<file path="src/rtl/pll_seq_pkg.sv">
package pll_seq_pkg;

  typedef enum logic [2:0] {
    OP_WR, OP_SET, OP_CLR, OP_POLL, OP_LOCK, OP_END
  } seqOp_e;

  typedef struct packed {
    logic stepClr;
    logic stepInc;
    logic capture;
    logic tmoClr;
    logic tmoRun;
  } seqStrobe_t;

  // register byte addresses
  localparam int A_CTRL      = 'h00;
  localparam int A_STAT      = 'h04;
  localparam int A_IRQCLR    = 'h08;
  localparam int A_MAIN_EN   = 'h20;
  localparam int A_MAIN_BYP  = 'h24;
  localparam int A_MAIN_GLOB = 'h28;
  localparam int A_MAIN_CNT  = 'h40;
  localparam int A_PER_EN    = 'h80;
  localparam int A_PER_BYP   = 'h84;
  localparam int A_PER_GLOB  = 'h88;
  localparam int A_PER_CNT   = 'hC0;

  localparam int MAIN_DIV_N = 6;
  localparam int PER_DIV_N  = 7;
  localparam int DIV_N      = MAIN_DIV_N + PER_DIV_N;

  localparam logic [31:0] MAIN_BYP_ALL = 32'h7;
  localparam logic [31:0] PER_BYP_ALL  = 32'h7F;
  localparam logic [31:0] RELEASE_BITS = 32'h3;
  localparam logic [31:0] SAFE_BIT     = 32'h1;
  localparam logic [31:0] SAFE_CNT_VAL = 32'hFF;
  localparam logic [31:0] LOSS_FLAGS   = 32'hC;
  localparam logic [31:0] ALL_ON       = 32'hFFFF_FFFF;

endpackage

</file>
<file path="src/rtl/pll_seq_dp.sv">
module pll_seq_dp
  import pll_seq_pkg::*;
#(
  parameter int MAIN_NCNT = 10,
  parameter int PER_NCNT  = 8,
  parameter int TMO_W     = 16,
  parameter int ADDR_W    = 8
) (
  input  logic                       clk,
  input  logic                       rstN,
  input  seqStrobe_t                 strobe,
  input  logic [DIV_N-1:0][31:0]     divCfg,
  input  logic [MAIN_NCNT*32-1:0]    mainCnt,
  input  logic [PER_NCNT*32-1:0]     perCnt,
  input  logic [TMO_W-1:0]           tmoLimit,
  input  logic [31:0]                busRdata,
  output seqOp_e                     opKind,
  output logic                       pollOk,
  output logic                       tmoExpired,
  output logic [ADDR_W-1:0]          busAddr,
  output logic [31:0]                busWdata
);
  localparam int CNT_N    = MAIN_NCNT + PER_NCNT;
  localparam int ST_DIV   = 4;
  localparam int ST_REL   = ST_DIV + DIV_N;
  localparam int ST_LOCK  = ST_REL + 2;
  localparam int ST_SAFE  = ST_LOCK + 1;
  localparam int ST_FINAL = ST_SAFE + CNT_N;
  localparam int ST_TAIL  = ST_FINAL + CNT_N;
  localparam int ST_LAST  = ST_TAIL + 9;
  localparam int STEP_W   = $clog2(ST_LAST + 1);
  localparam int CI_W     = $clog2(CNT_N);
  localparam int DI_W     = $clog2(DIV_N);

  logic [STEP_W-1:0] stepQ;
  logic [TMO_W-1:0]  tmoCnt;
  logic [31:0]       capQ;
  logic [31:0]       opData;
  logic [31:0]       cntFinal [CNT_N];
  logic [CI_W-1:0]   cIdx;
  logic [DI_W-1:0]   dIdx;

  for (genvar g = 0; g < MAIN_NCNT; g++) begin : g_mainCnt
    assign cntFinal[g] = mainCnt[g*32 +: 32];
  end
  for (genvar g = 0; g < PER_NCNT; g++) begin : g_perCnt
    assign cntFinal[MAIN_NCNT+g] = perCnt[g*32 +: 32];
  end

  always_ff @(posedge clk) begin
    if (!rstN) begin
      stepQ  <= '0;
      tmoCnt <= '0;
      capQ   <= '0;
    end else begin
      if (strobe.stepClr)      stepQ <= '0;
      else if (strobe.stepInc) stepQ <= stepQ + STEP_W'(1);
      if (strobe.tmoClr)                  tmoCnt <= '0;
      else if (strobe.tmoRun && !tmoExpired) tmoCnt <= tmoCnt + TMO_W'(1);
      if (strobe.capture) capQ <= busRdata;
    end
  end

  // program decode: one access per step
  always_comb begin
    int s;
    int ci;
    s      = int'(stepQ);
    ci     = 0;
    opKind = OP_END;
    busAddr = '0;
    opData = '0;
    cIdx   = '0;
    dIdx   = '0;
    if (s < ST_DIV) begin
      if (s[0]) begin
        opKind  = OP_POLL;
        busAddr = ADDR_W'(A_STAT);
      end else begin
        opKind  = OP_WR;
        busAddr = (s == 0) ? ADDR_W'(A_MAIN_BYP) : ADDR_W'(A_PER_BYP);
        opData  = (s == 0) ? MAIN_BYP_ALL : PER_BYP_ALL;
      end
    end else if (s < ST_REL) begin
      ci      = s - ST_DIV;
      dIdx    = DI_W'(ci);
      opKind  = OP_WR;
      busAddr = (ci < MAIN_DIV_N) ? ADDR_W'(A_MAIN_GLOB + 4*ci)
                                  : ADDR_W'(A_PER_GLOB + 4*(ci - MAIN_DIV_N));
      opData  = divCfg[dIdx];
      if (ci == 0 || ci == MAIN_DIV_N) opData = opData & ~RELEASE_BITS;
    end else if (s < ST_LOCK) begin
      opKind  = OP_SET;
      busAddr = (s == ST_REL) ? ADDR_W'(A_MAIN_GLOB) : ADDR_W'(A_PER_GLOB);
      opData  = RELEASE_BITS;
    end else if (s == ST_LOCK) begin
      opKind  = OP_LOCK;
      busAddr = ADDR_W'(A_STAT);
    end else if (s < ST_TAIL) begin
      ci      = (s < ST_FINAL) ? s - ST_SAFE : s - ST_FINAL;
      cIdx    = CI_W'(ci);
      opKind  = OP_WR;
      busAddr = (ci < MAIN_NCNT) ? ADDR_W'(A_MAIN_CNT + 4*ci)
                                 : ADDR_W'(A_PER_CNT + 4*(ci - MAIN_NCNT));
      opData  = (s < ST_FINAL) ? SAFE_CNT_VAL : cntFinal[cIdx];
    end else begin
      case (s - ST_TAIL)
        0: begin opKind = OP_WR;   busAddr = ADDR_W'(A_MAIN_BYP); opData = '0;         end
        2: begin opKind = OP_WR;   busAddr = ADDR_W'(A_PER_BYP);  opData = '0;         end
        4: begin opKind = OP_CLR;  busAddr = ADDR_W'(A_CTRL);     opData = SAFE_BIT;   end
        6: begin opKind = OP_WR;   busAddr = ADDR_W'(A_MAIN_EN);  opData = ALL_ON;     end
        7: begin opKind = OP_WR;   busAddr = ADDR_W'(A_PER_EN);   opData = ALL_ON;     end
        8: begin opKind = OP_WR;   busAddr = ADDR_W'(A_IRQCLR);   opData = LOSS_FLAGS; end
        1, 3, 5: begin opKind = OP_POLL; busAddr = ADDR_W'(A_STAT); end
        default: opKind = OP_END;
      endcase
    end
  end

  always_comb begin
    case (opKind)
      OP_SET:  busWdata = capQ | opData;
      OP_CLR:  busWdata = capQ & ~opData;
      default: busWdata = opData;
    endcase
  end

  assign pollOk     = (opKind == OP_POLL) ? !busRdata[0]
                    : (opKind == OP_LOCK) ? (busRdata[8] && busRdata[9]) : 1'b0;
  assign tmoExpired = (tmoCnt >= tmoLimit);

  AST_BUSY_GATE: assert property (@(posedge clk) disable iff (!rstN)
    (opKind == OP_POLL && strobe.stepInc) |-> !busRdata[0]);
  AST_LOCK_GATE: assert property (@(posedge clk) disable iff (!rstN)
    (opKind == OP_LOCK && strobe.stepInc) |-> (busRdata[8] && busRdata[9]));

endmodule

</file>
<file path="src/rtl/pll_seq_ctrl.sv">
module pll_seq_ctrl
  import pll_seq_pkg::*;
(
  input  logic       clk,
  input  logic       rstN,
  input  logic       start,
  input  logic       cfgValid,
  input  logic       busReady,
  input  seqOp_e     opKind,
  input  logic       pollOk,
  input  logic       tmoExpired,
  output seqStrobe_t strobe,
  output logic       busValid,
  output logic       busWrite,
  output logic       done,
  output logic       error
);
  typedef enum logic [2:0] {
    C_IDLE, C_FETCH, C_WRITE, C_READ, C_POLL, C_DONE, C_FAULT
  } ctrlState_e;

  ctrlState_e stateQ, stateD;

  always_ff @(posedge clk) begin
    if (!rstN) stateQ <= C_IDLE;
    else       stateQ <= stateD;
  end

  always_comb begin
    stateD = stateQ;
    strobe = '0;
    case (stateQ)
      C_IDLE, C_DONE: begin
        if (start) begin
          if (cfgValid) begin
            strobe.stepClr = 1'b1;
            stateD = C_FETCH;
          end else begin
            stateD = C_DONE;
          end
        end
      end
      C_FETCH: begin
        case (opKind)
          OP_WR:           stateD = C_WRITE;
          OP_SET, OP_CLR:  stateD = C_READ;
          OP_POLL, OP_LOCK: begin
            strobe.tmoClr = 1'b1;
            stateD = C_POLL;
          end
          default:         stateD = C_DONE;
        endcase
      end
      C_READ: begin
        if (busReady) begin
          strobe.capture = 1'b1;
          stateD = C_WRITE;
        end
      end
      C_WRITE: begin
        if (busReady) begin
          strobe.stepInc = 1'b1;
          stateD = C_FETCH;
        end
      end
      C_POLL: begin
        strobe.tmoRun = 1'b1;
        if (busReady) begin
          if (pollOk) begin
            strobe.stepInc = 1'b1;
            stateD = C_FETCH;
          end else if (tmoExpired) begin
            stateD = C_FAULT;
          end
        end
      end
      C_FAULT: stateD = C_FAULT;
      default: stateD = C_IDLE;
    endcase
  end

  assign busValid = (stateQ == C_WRITE) || (stateQ == C_READ) || (stateQ == C_POLL);
  assign busWrite = (stateQ == C_WRITE);
  assign done     = (stateQ == C_DONE);
  assign error    = (stateQ == C_FAULT);

  AST_ERR_STICKY: assert property (@(posedge clk) disable iff (!rstN)
    error |=> error);
  AST_ERR_CAUSE: assert property (@(posedge clk) disable iff (!rstN)
    $rose(error) |-> $past(tmoExpired));

endmodule

</file>
<file path="src/rtl/pll_bringup_seq.sv">
module pll_bringup_seq
  import pll_seq_pkg::*;
#(
  parameter int MAIN_NCNT = 10,
  parameter int PER_NCNT  = 8,
  parameter int TMO_W     = 16,
  parameter int ADDR_W    = 8
) (
  input  logic                    clk,
  input  logic                    rstN,
  input  logic                    start,
  input  logic                    cfgValid,
  input  logic [TMO_W-1:0]        tmoLimit,
  input  logic [31:0]             mainGlobCfg,
  input  logic [31:0]             mainFbCfg,
  input  logic [31:0]             mainCalCfg,
  input  logic [31:0]             mainC0Cfg,
  input  logic [31:0]             mainC1Cfg,
  input  logic [31:0]             mainNocCfg,
  input  logic [31:0]             perGlobCfg,
  input  logic [31:0]             perFbCfg,
  input  logic [31:0]             perCalCfg,
  input  logic [31:0]             perC0Cfg,
  input  logic [31:0]             perC1Cfg,
  input  logic [31:0]             perEmacCfg,
  input  logic [31:0]             perGpioCfg,
  input  logic [MAIN_NCNT*32-1:0] mainCntCfg,
  input  logic [PER_NCNT*32-1:0]  perCntCfg,
  output logic                    busValid,
  output logic                    busWrite,
  output logic [ADDR_W-1:0]       busAddr,
  output logic [31:0]             busWdata,
  input  logic                    busReady,
  input  logic [31:0]             busRdata,
  output logic                    done,
  output logic                    error
);
  seqStrobe_t             strobe;
  seqOp_e                 opKind;
  logic                   pollOk;
  logic                   tmoExpired;
  logic [DIV_N-1:0][31:0] divCfg;

  assign divCfg = {perGpioCfg, perEmacCfg, perC1Cfg, perC0Cfg, perCalCfg, perFbCfg,
                   perGlobCfg, mainNocCfg, mainC1Cfg, mainC0Cfg, mainCalCfg,
                   mainFbCfg, mainGlobCfg};

  pll_seq_ctrl ctrl_i (
    .clk(clk), .rstN(rstN), .start(start), .cfgValid(cfgValid),
    .busReady(busReady), .opKind(opKind), .pollOk(pollOk),
    .tmoExpired(tmoExpired), .strobe(strobe), .busValid(busValid),
    .busWrite(busWrite), .done(done), .error(error)
  );

  pll_seq_dp #(
    .MAIN_NCNT(MAIN_NCNT), .PER_NCNT(PER_NCNT), .TMO_W(TMO_W), .ADDR_W(ADDR_W)
  ) dp_i (
    .clk(clk), .rstN(rstN), .strobe(strobe), .divCfg(divCfg),
    .mainCnt(mainCntCfg), .perCnt(perCntCfg), .tmoLimit(tmoLimit),
    .busRdata(busRdata), .opKind(opKind), .pollOk(pollOk),
    .tmoExpired(tmoExpired), .busAddr(busAddr), .busWdata(busWdata)
  );

  AST_HOLD_REQ: assert property (@(posedge clk) disable iff (!rstN)
    (busValid && !busReady) |=> (busValid && $stable(busAddr) && $stable(busWdata)
                                 && $stable(busWrite)));
  AST_DONE_NOT_ERR: assert property (@(posedge clk) disable iff (!rstN)
    !(done && error));

endmodule

</file>
<file path="config.mk">
export PLATFORM = sky130hd
export DESIGN_NAME = pll_bringup_seq
export DESIGN_NICKNAME = d
export VERILOG_FILES = /design/src/rtl/pll_seq_pkg.sv /design/src/rtl/pll_seq_dp.sv /design/src/rtl/pll_seq_ctrl.sv /design/src/rtl/pll_bringup_seq.sv
export SDC_FILE = /design/constraint.sdc
export NUM_CORES = 1
export LEC_CHECK = 0
export BUFFER_PORTS_ARGS = -buffer_cell sky130_fd_sc_hd__buf_2
export CORE_AREA = 3 3 428 430
export DETAILED_ROUTE_END_ITERATION = 16
export DIE_AREA = 0 0 431 433
export PLACE_DENSITY_LB_ADDON = 0.25
export SLEW_MARGIN = 10
export SYNTH_ARGS = -nofsm -noshare
export SYNTH_HDL_FRONTEND = slang
export SYNTH_SLANG_ARGS = --single-unit
</file>
<file path="constraint.sdc">
create_clock -name clk -period 6.3 [get_ports clk]
set_input_delay 0 -clock clk [delete_from_list [all_inputs] [get_ports clk]]
set_output_delay 0 -clock clk [all_outputs]
set_load 0.05 [all_outputs]
</file>
==> metrics.csv, run 1 <==
stage;metric;value;unit
setup_path;r2r_start;dp_i.stepQ[1];
setup_path;crit_required;6.30;ns
cts;cts_tree;done;
setup_path;r2r_slack;2.25;ns
setup_path;r2r-end;dp_i.stepQ[6];
floorplan;die-width;431;um
sta;hold_violations;0;
global_routing;grt_pass1_vias;19100;
min_path;holdPathEnd;dp_i.capQ[20];
detailed_routing;top_layer_used;met5;
detailed_routing;met2_length;83.6;mm
setup_path;cp.arrival;5.09;ns
run_status;status;completed;
cts;post_cts_buffers;0;
cts;cts_buffers;9;
yosys;synth_edf_count;0;
min_path;hold_start;busRdata[20];
min_path;whs_path_depth;3;
global_routing;grtUsageTotal;0.163;
cts;clk_pin_slew;0.06;ns
floorplan;die_y;433;um
cts;cts_resized;0;
yosys;yosys.area.top_type;mux4_2;
final_layout;final_cell_area;22200;sq um
sta;tns;0;ns
yosys;synth.most_common_cell;nand2_1;
yosys;postSynth.asyncResetShare;0;
global_routing;antenna_found_initial;187;
setup_path;crit_path_start_kind;flip-flop;
yosys;postSynthCellCount;1501;
sta;finalSetupViolCount;0;
place;hpwlAfterDp;143;mm
final_layout;instances_no_fill;4934;
detailed_routing;dr_wl_met3;10.2;mm
detailed_routing;viasPerCell;3.83;
detailed_routing;drtPass1Iterations;5;
sta;drv_slew;0;
global_routing;grt_max_degree;97;
sta;worstMarginPinSlew;1.15;ns
pwr;p_leak;8.74;nW
setup_path;path_cells;buf_4, inv_1, ha_1, a211o_1, a21oi_1, nand2_4, clkinv_2, buf_4, nand3_1, nand4_1, nand3_1, a41oi_1, mux2i_1, buf_2;
detailed_routing;ant_nets;0;
yosys;syn_avg_cell_area;8.93;sq um
final_layout;final_util;0.123;
setup_path;end_kind;primary output;
sta;rsz0062_at_grt;false;
setup_path;cp.buffers_inverters;5;
final_layout;syn_to_final_growth;65.4;%
global_routing;grt-ovfl-total;0;
floorplan;pin_count;1089;
detailed_routing;wl;160;mm
sta;clock_skew;0.0262;ns
setup_path;r2r_cells;10;
sta;slew_headroom;0.220;
place;dpl.cell_count;4846;
final_layout;drive_gt1_frac;0.552;
setup_path;max_stage_delay;0.97;ns
floorplan;initial_core_util;0.0744;
detailed_routing;drt_iter0_drc;1368;
yosys;synth_area;13400;sq um
yosys;synthFlopType;dfxtp_1;
cts;clock_path_buffers;2;
min_path;timing.hold.worst.class;input pin to flip-flop;
setup_path;crit_type;flip-flop to primary output;
place;place_area;21500;sq um
final_layout;nNetsFinal;3598;
pwr;power.total;3.83;mW
place;place.gp.congestion;0.957;
sta;fin_crit_sh;0.808;
cts;clock_latency;0.39;ns
sta;max_freq;196;MHz
place;pre_cts_ws;1.52;ns
yosys;seq_area_frac_synth;0.0851;
setup_path;cp_slowest_cell;a41oi_1;
setup_path;cp_top_family;compound AO/OA/AOI/OAI gates;
pwr;ir_worst_vdd;0.000140;V
sta;layout_setup_ws;1.21;ns
cts;htree_levels;3;
yosys;ys_types;89;
global_routing;grt_pass1_wl;200;mm
cts;cts_root_buffer;clkbuf_16;
sta;period_needed;5.09;ns
detailed_routing;wl_per_cell;32.4;um
yosys;yosys_register_bits;57;
yosys;netlist.area_leader.share;0.351;
job;drv_cap;0;
detailed_routing;route.detailed.drc;0;
place;portBuffers;1086;
sta;fin_hold_ws;0.0689;ns
detailed_routing;vias;18900;
yosys;synth_warnings;0;
detailed_routing;wl_met1;60.3;mm
pwr;p_per_area;173;nW/um^2
yosys;ys_top_cells_by_count;nand2_1 (223), mux4_2 (209), a21oi_1 (119);
cts;clock_sinks;57;
yosys;synthTopCellsByArea;mux4_2 (35%), dfxtp_1 (8.5%), mux2i_1 (7.2%);
setup_path;crit_path_max_fanout;29;
floorplan;core-area;180000;sq um
floorplan;die_area;187000;sq um
setup_path;crit_cells;14;
cts;cts_hold_buf;30;
floorplan;row_count;156;
## power by group
group | internal [mW] | leakage (nW) | switching (mW)
logic | 1.21 | 8.14 | 1.59
clock network | 0.306 | 0.138 | 0.254
registers | 0.386 | 0.463 | 0.0838
## worst reg2reg max path: cells and delay by family, from the launching register on
family,cells,cell delay [ns]
flops,1,0.62
buf+inv,1,0.32
simple gates,4,1.57
compound gates,4,1.14
fa+ha+maj,1,0.34
## cell type report
cell class	instances	area (sq um)
Antenna cell	42	105
Multi-Input combinational cell	1257	11500
Sequential cell	57	1150
Timing Repair Buffer	1154	6060
Clock inverter	7	71.3
Inverter	38	146
Clock buffer	9	225
Fill cell	20900	158000
Tap cell	2370	2970
## kinds of logic after synthesis
group	Yosys count	share of synthesized area
multiplexers	310	0.427
other	1	0.000280
AO/OA/AOI/OAI	391	0.198
XOR/XNOR	31	0.0203
AND/OR/NAND/NOR	486	0.167
adder cells (fa/ha/maj)	37	0.0343
flip-flops	57	0.0851
buffers and inverters	188	0.0672
## layer usage
layer / up-vias / track usage
met2: 993 / 0.302
met5: - / 0
met1: 9569 / 0.183
met3: 301 / 0.0424
met4: 58 / 0.0429
li1: 7989 / -
## worst max path at each step
stage	startpoint	end
2_1_floorplan	dp_i.stepQ[2]	busAddr[5]
3_3_place_gp	dp_i.stepQ[1]	busWdata[11]
3_5_place_dp	dp_i.stepQ[1]	busWdata[12]
4_1_cts	dp_i.stepQ[1]	busWdata[12]
5_1_grt	dp_i.stepQ[3]	busWdata[12]
6_report	dp_i.stepQ[3]	busWdata[14]
## cell usage in the layout (no fill, tap or decap), types with 6 or more instances in the layout
master and n:
mux4_2 209, a31oi_1 8, buf_2 1086, mux2i_1 96, a22oi_1 26, a21boi_0 35, nand2_1 223, o21a_1 7
ha_1 35, clkbuf_16 9, nand4_1 12, and2_1 8, nor3_1 13, a211oi_1 6, or3_1 9, nand2b_1 6
nand3_1 92, buf_4 35, diode_2 42, a21o_1 7, xnor2_1 14, a21oi_1 118, xor2_1 17, o21ai_0 64
dlygate4sd3_1 30, nor2_1 75, and3_1 7, a221oi_1 49, dfxtp_1 54, inv_1 35
## registers in the layout, summed over array words and instances (netlist names)
register       cells
dp_i.capQ         31
dp_i.tmoCnt       16
dp_i.stepQ         7
ctrl_i.stateQ      3
Note: power is estimated with default switching activity, not from simulation.
==> inputs of run 2 (changes only) <==
- CORE_AREA: 3 3 428 430 -> 3 3 427 429
- DIE_AREA: 0 0 431 433 -> 0 0 430 432
- clock period: 6.3 -> 4.2 ns (I/O delays scaled with it)
==> run 2 against run 1 <==
  * Sequential share of layout area is 0.25 points lower
  * Sequential power is 42% higher
  * Design area is 5.1% higher
  * Register-to-register slack worse by 1.5 ns
  * Non-clock buffer count is 74 higher
  * Highest routed layer unchanged
==> metrics.csv, run 2 (synthesized netlist as in run 1, its figures left out) <==
stage;metric;value;unit;change
setup_path;max_stage_delay;0.60;ns;-0.37 ns
final_layout;drive_gt1_frac;0.581;;+0.0291
setup_path;path_common_cell;buf_4;;
sta;rsz0062_at_grt;true;;
floorplan;pin_count;1089;;unchanged
sta;fin_crit_sh;0.965;;
place;hpwlAfterDp;134;mm;-6.5%
setup_path;crit_required;4.20;ns;-2.10 ns
detailed_routing;wl_per_cell;30.4;um;-6.2%
pwr;p_per_area;260;nW/um^2;+50%
run_status;status;completed;;
setup_path;cp.buffers_inverters;7;;+2
setup_path;r2r_slack;0.77;ns;-1.48 ns
min_path;hold_start;busRdata[31];;
place;place_area;22300;sq um;+3.9%
sta;finalSetupViolCount;0;;unchanged
sta;worstMarginPinSlew;1.00;ns;-0.153 ns
global_routing;grt_pass1_wl;191;mm;-4.1%
sta;slew_headroom;0.333;;+0.112
setup_path;path_cells;inv_1, buf_4, ha_1, a21o_1, a311oi_4, buf_4, buf_4, or4_1, a221oi_1, buf_4, and4_1, a311oi_4, buf_4, a41oi_2, buf_2;;
setup_path;r2r-end;dp_i.stepQ[2];;
detailed_routing;route.detailed.drc;0;;unchanged
min_path;timing.hold.worst.class;input pin to flip-flop;;
min_path;whs_path_depth;3;;unchanged
setup_path;crit_cells;15;;+1
cts;cts_root_buffer;clkbuf_16;;
floorplan;row_count;155;;-0.64%
floorplan;die_area;186000;sq um;-0.46%
setup_path;r2r_start;dp_i.stepQ[1];;
pwr;p_leak;9.24;nW;+5.7%
cts;cts_buffers;9;;unchanged
place;portBuffers;1086;;unchanged
floorplan;die-width;430;um;-0.23%
floorplan;die_y;432;um;-0.23%
final_layout;reg_top3;dp_i.capQ: 31 flops, dp_i.tmoCnt: 16 flops, dp_i.stepQ: 7 flops;;
final_layout;final_util;0.131;;+0.00742
global_routing;grt-ovfl-total;0;;unchanged
cts;clk_pin_slew;0.08;ns;+0.02 ns
final_layout;final_common_cell;buf_2;;
floorplan;initial_core_util;0.0751;;+0.000643
detailed_routing;ant_nets;0;;unchanged
final_layout;nNetsFinal;3673;;+2.1%
sta;max_freq;247;MHz;
cts;clock_path_buffers;2;;unchanged
final_layout;n_fill_cell;20600;;-1.5%
setup_path;cp_slowest_cell;or4_1;;
floorplan;core-area;179000;sq um;-0.86%
setup_path;end_kind;primary output;;
pwr;ir_worst_vdd;0.000210;V;+50%
global_routing;antenna_found_initial;148;;-21%
detailed_routing;drtPass1Iterations;5;;unchanged
sta;clock_skew;0.0116;ns;-0.0146 ns
global_routing;grtUsageTotal;0.155;;-0.00754
detailed_routing;viasPerCell;3.83;;about the same
final_layout;final_cell_mix;buf_2 (1,072), nand2_1 (222), mux4_2 (209), buf_4 (97);;
detailed_routing;vias;19100;;+0.99%
detailed_routing;drt_iter0_drc;1599;;+17%
global_routing;grt_pass1_vias;19200;;+0.54%
cts;clock_latency;0.38;ns;about the same
sta;period_needed;4.05;ns;
detailed_routing;wl;151;mm;-5.2%
setup_path;crit_path_start_kind;flip-flop;;
setup_path;crit_type;flip-flop to primary output;;
setup_path;cp_top_family;buffers and inverters;;
min_path;holdPathEnd;dp_i.capQ[31];;
setup_path;r2r_cells;11;;+1
final_layout;largest_reg_flops;31;;unchanged
cts;htree_levels;3;;unchanged
job;drv_cap;0;;unchanged
final_layout;top_register;dp_i.capQ;;
sta;fin_hold_ws;0.0187;ns;-0.0502 ns
cts;cts_tree;done;;
final_layout;final_cell_area;23300;sq um;+5.1%
sta;hold_violations;0;;unchanged
global_routing;grt_max_degree;99;;+2.1%
setup_path;crit_path_max_fanout;6;;-79%
sta;drv_slew;0;;unchanged
place;place.gp.congestion;0.935;;-2.3%
setup_path;cp.arrival;4.05;ns;-1.04 ns
cts;clock_sinks;57;;unchanged
pwr;power.total;6.05;mW;+58%
final_layout;syn_to_final_growth;73.9;%;
==> run 2: changes by cell type in the layout (fill, tap and decap cells not counted), moves of 2 or more <==
| cell | delta |
|---|---|
| nand3_1 | -3 |
| inv_6 | +2 |
| nor2_2 | +2 |
| o31ai_2 | +2 |
| clkinvlp_4 | -2 |
| a21oi_1 | -23 |
| nand3_2 | +3 |
| buf_12 | +23 |
| buf_2 | -14 |
| a21oi_2 | +23 |
| diode_2 | -6 |
| clkinv_2 | -3 |
| buf_4 | +62 |
==> run 2: how the worst max path moves through the flow <==
stage	to	slack, ns	startpoint
floorplan	busAddr[5]	-0.35	dp_i.stepQ[2]
global placement	busWdata[2]	-0.13	dp_i.stepQ[2]
detailed placement	busWdata[5]	-0.05	dp_i.stepQ[2]
CTS	busWdata[5]	0.02	dp_i.stepQ[2]
global route	busWdata[5]	0.0009	dp_i.stepQ[2]
finish	busWdata[2]	0.15	dp_i.stepQ[3]
==> run 2: tightest hold or removal path, stage by stage <==
cell,delay [ns]
buf_2,0.10
nand2_1,0.15
a21boi_0,0.11
==> run 2: layout make-up <==
class,count,area [sq um],area share
clock buffer,9,225,0.00966
multi-input combinational,1258,11700,0.502
antenna,36,90.1,0.00386
sequential,57,1150,0.0495
inverter,38,145,0.00622
clock inverter,7,100,0.00429
tap,2355,2950,0.126
timing repair buffer,1228,6960,0.299
==> run 2: per-stage QoR <==
stage / setup slack (ns) / TNS, ns / instances
4_1_cts: 0.0232 / 0 / 4945
5_1_grt: 0.000892 / 0 / 4964
6_report: 0.146 / 0 / 4988
3_3_place_gp: -0.126 / -0.141 / 4889
3_5_place_dp: -0.0516 / -0.0516 / 4889
2_1_floorplan: -0.354 / -0.354 / 1502
==> run 2: per-layer routing <==
metal  part of all wire  global-route usage
met1               0.37               0.174
met2               0.52               0.286
met3              0.075              0.0437
met4              0.035              0.0438
met5             0.0033                   0
==> run 2: where the power goes <==
part	leakage [nW]	internal [mW]	switching [mW]
logic	8.62	2.00	2.48
registers	0.463	0.579	0.0879
clock network	0.157	0.526	0.384
==> run 2: what timing repair did <==
action	CTS	global route
pin swaps	7	3
hold buffers	30	0
setup buffers	9	7
resized for setup	17	5
cloned	1	0
endpoints found under the setup margin	27	8
hold endpoints to repair	30	0
==> inputs of run 3 (changes only) <==
- CORE_AREA: 3 3 427 429 -> 8 8 420 422
- DIE_AREA: 0 0 430 432 -> 0 0 428 430
- PLACE_DENSITY_LB_ADDON: 0.25 -> default
==> run 3 against run 2 <==
  * Final cell count down 2.3%
  * Via count up 3.2%
  * Clock skew rose by 0.0076 ns
  * Largest power group unchanged
  * Die area shrank 0.93%
  * Highest routed layer unchanged
  * Design area down 1.3%
  * Global-route usage rose by 1.3 points
  * Clock-buffer cell count is the same
  * Power increased by 0.82%
  * Non-clock buffer count shrank 19
  * Utilization grew 0.46 points
==> metrics.csv, run 3 (synthesized netlist as in run 1, its figures left out) <==
stage;metric;value;unit;change
cts;cts_buffers;9;;unchanged
sta;fin_hold_ws;0.0801;ns;+0.0614 ns
global_routing;gr-usage-met1;0.199;;+0.0258
sta;max_freq;246;MHz;-0.31%
detailed_routing;drtPass1Iterations;5;;unchanged
global_routing;met3_usage;0.0444;;+0.000740
pwr;combinationalPowerShare;0.754;;+0.015
setup_path;r2r_slack;0.57;ns;-0.20 ns
place;portBuffers;1086;;unchanged
pwr;p_per_area;265;nW/um^2;+2.2%
pwr;ir_worst_vdd;0.000236;V;+13%
final_layout;multi_input_area;11700;sq um;+0.18%
final_layout;final_cell_mix;buf_2 (1,075), nand2_1 (223), mux4_2 (209), mux2i_1 (96), a21oi_1 (93);;
cts;clk_pin_slew;0.08;ns;about the same
sta;drv_slew;0;;unchanged
detailed_routing;drt_iter0_drc;1904;;+19%
cts;cts_tree;done;;
sta;fin_crit_sh;0.968;;+0.00305
final_layout;final_common_cell;buf_2;;
floorplan;pin_count;1089;;unchanged
setup_path;worstSetupStartpoint;dp_i.stepQ[4];;
setup_path;crit_path_start_kind;flip-flop;;
run_status;status;completed;;
pwr;p_clk_frac;0.135;;-0.015
floorplan;row_count;152;;-1.9%
place;place.gp.congestion;1.01;;+7.8%
setup_path;crit_required;4.20;ns;about the same
global_routing;grt_pass1_vias;19800;;+3.2%
sta;tns;0;ns;unchanged
cts;htree_levels;3;;unchanged
final_layout;n_fill_cell;19600;;-4.9%
setup_path;r2r-end;dp_i.tmoCnt[10];;
global_routing;antenna_found_initial;134;;-9.5%
pwr;p_leak;9.11;nW;-1.4%
job;drv_cap;0;;unchanged
detailed_routing;wl;166;mm;+9.3%
cts;clock_path_buffers;2;;unchanged
setup_path;crit_path_max_fanout;45;;+39
global_routing;grt_pass1_wl;208;mm;+8.5%
final_layout;regArea;1150;sq um;unchanged
pwr;p_int;3.01;mW;-2.9%
floorplan;die_area;184000;sq um;-0.93%
global_routing;grtUsageTotal;0.169;;+0.0133
min_path;whs_path_depth;4;;+1
global_routing;gr-usage-met2;0.301;;+0.0157
global_routing;grt_max_degree;96;;-3.0%
sta;worstMarginPinSlew;1.21;ns;+0.204 ns
cts;cts_root_buffer;clkbuf_16;;
setup_path;r2r_start;dp_i.stepQ[4];;
floorplan;die-width;428;um;-0.47%
floorplan;core-area;170000;sq um;-4.7%
sta;finalSetupViolCount;0;;unchanged
final_layout;reg_top3;dp_i.capQ: 31 flops, dp_i.tmoCnt: 16 flops, dp_i.stepQ: 7 flops;;
setup_path;end_kind;primary output;;
final_layout;largest_reg_flops;31;;unchanged
pwr;swShare;0.506;;+0.0187
sta;clock_skew;0.0192;ns;+0.00759 ns
cts;clock_sinks;57;;unchanged
final_layout;final_cell_area;23000;sq um;-1.3%
cts;clock_latency;0.37;ns;about the same
min_path;timing.hold.worst.class;input pin to flip-flop;;
detailed_routing;wl_per_cell;34.0;um;+12%
final_layout;top_register;dp_i.capQ;;
pwr;seqPwrFrac;0.111;;about the same
sta;slew_headroom;0.192;;-0.141
floorplan;die_y;430;um;-0.46%
final_layout;nNetsFinal;3654;;-0.52%
sta;period_needed;4.07;ns;+0.0128 ns
sta;hold_violations;0;;unchanged
place;place_area;22100;sq um;-1.2%
global_routing;grt-ovfl-total;0;;unchanged
setup_path;cp.arrival;4.07;ns;+0.02 ns
setup_path;crit_type;flip-flop to primary output;;
pwr;p_switching;3.09;mW;+4.7%
final_layout;syn_to_final_growth;71.6;%;
place;hpwlAfterDp;149;mm;+12%
sta;rsz0062_at_grt;false;;
detailed_routing;route.detailed.drc;0;;unchanged
final_layout;drive_gt1_frac;0.579;;-0.00231
floorplan;initial_core_util;0.0788;;+0.00371
global_routing;top_usage_layer;met2;;
setup_path;cp-endpoint;busWdata[31];;
setup_path;r2r_cells;10;;-1
detailed_routing;vias;19700;;+3.2%
detailed_routing;ant_nets;0;;unchanged
detailed_routing;viasPerCell;4.04;;+5.6%
run 3: cell types whose count changed in the layout (fill, tap and decap cells not counted), moves of 2 or more:
cell	change
a211o_4	+2
clkinv_2	+2
a21oi_1	-2
o221ai_1	-2
diode_2	+24
buf_12	-4
a211o_1	-2
buf_2	+3
buf_4	-17
o221ai_2	+2
run 3: per-stage QoR:
stage / setup WS (ns) / power [mW] / cells / utilization
6_report: 0.133 / 6.10 / 4871 / 0.135
5_1_grt: 0.000159 / 6.38 / 4837 / 0.135
4_1_cts: 0.00116 / 6.20 / 4808 / 0.134
3_5_place_dp: -0.0482 / 5.28 / 4760 / 0.130
3_3_place_gp: -0.0492 / 5.29 / 4760 / 0.130
2_1_floorplan: -0.354 / 3.19 / 1502 / -
run 3: critical path, stage by stage, from the launching register on:
cell	delay, ns
dfxtp_1	0.41
buf_4	0.25
or4_4	0.55
a22oi_2	0.24
buf_12	0.23
buf_12	0.28
buf_4	0.26
mux4_2	0.25
nand2_1	0.09
nand3_1	0.12
nand3_1	0.34
a21oi_2	0.23
buf_2	0.30
run 3: worst min path at each step:
stage	start	endpoint	slack, ns
after floorplan	busRdata[1]	dp_i.capQ[1]	0.14
after global placement	busRdata[17]	dp_i.capQ[17]	0.26
after detailed placement	busRdata[17]	dp_i.capQ[17]	0.26
after CTS	cfgValid	ctrl_i.stateQ[2]	0.03
after global routing	cfgValid	ctrl_i.stateQ[2]	0.07
final	cfgValid	ctrl_i.stateQ[2]	0.08
run 3: cell type report:
| class | count | area share |
|---|---|---|
| Antenna cell | 60 | 0.00653 |
| Clock buffer | 9 | 0.00979 |
| Clock inverter | 7 | 0.00337 |
| Inverter | 38 | 0.00636 |
| Multi-Input combinational cell | 1258 | 0.509 |
| Sequential cell | 57 | 0.0501 |
| Tap cell | 2233 | 0.121 |
| Timing Repair Buffer | 1209 | 0.293 |
run 3: repair_timing:
item,4_1_cts,5_1_grt
pin swaps,1,1
endpoints found under the setup margin,32,30
gates resized for setup,20,9
hold endpoints to repair,31,0
buffers inserted,0,3
hold buffers,31,0
gates cloned,1,0
run 3: power by group through the flow:
stage	clock [mW]	combinational (mW)	sequential (mW)
floorplan	0	2.58	0.610
global placement	0	4.60	0.688
detailed placement	0	4.59	0.689
CTS	0.872	4.65	0.677
global route	0.873	4.82	0.686
finish	0.823	4.60	0.679
run 3: per-layer routing:
layer / wire length [um] / vias to the layer above
li1: - / 8127
met1: 64600 / 10000
met2: 83000 / 1264
met3: 12200 / 255
met4: 5460 / 52
met5: 345 / -
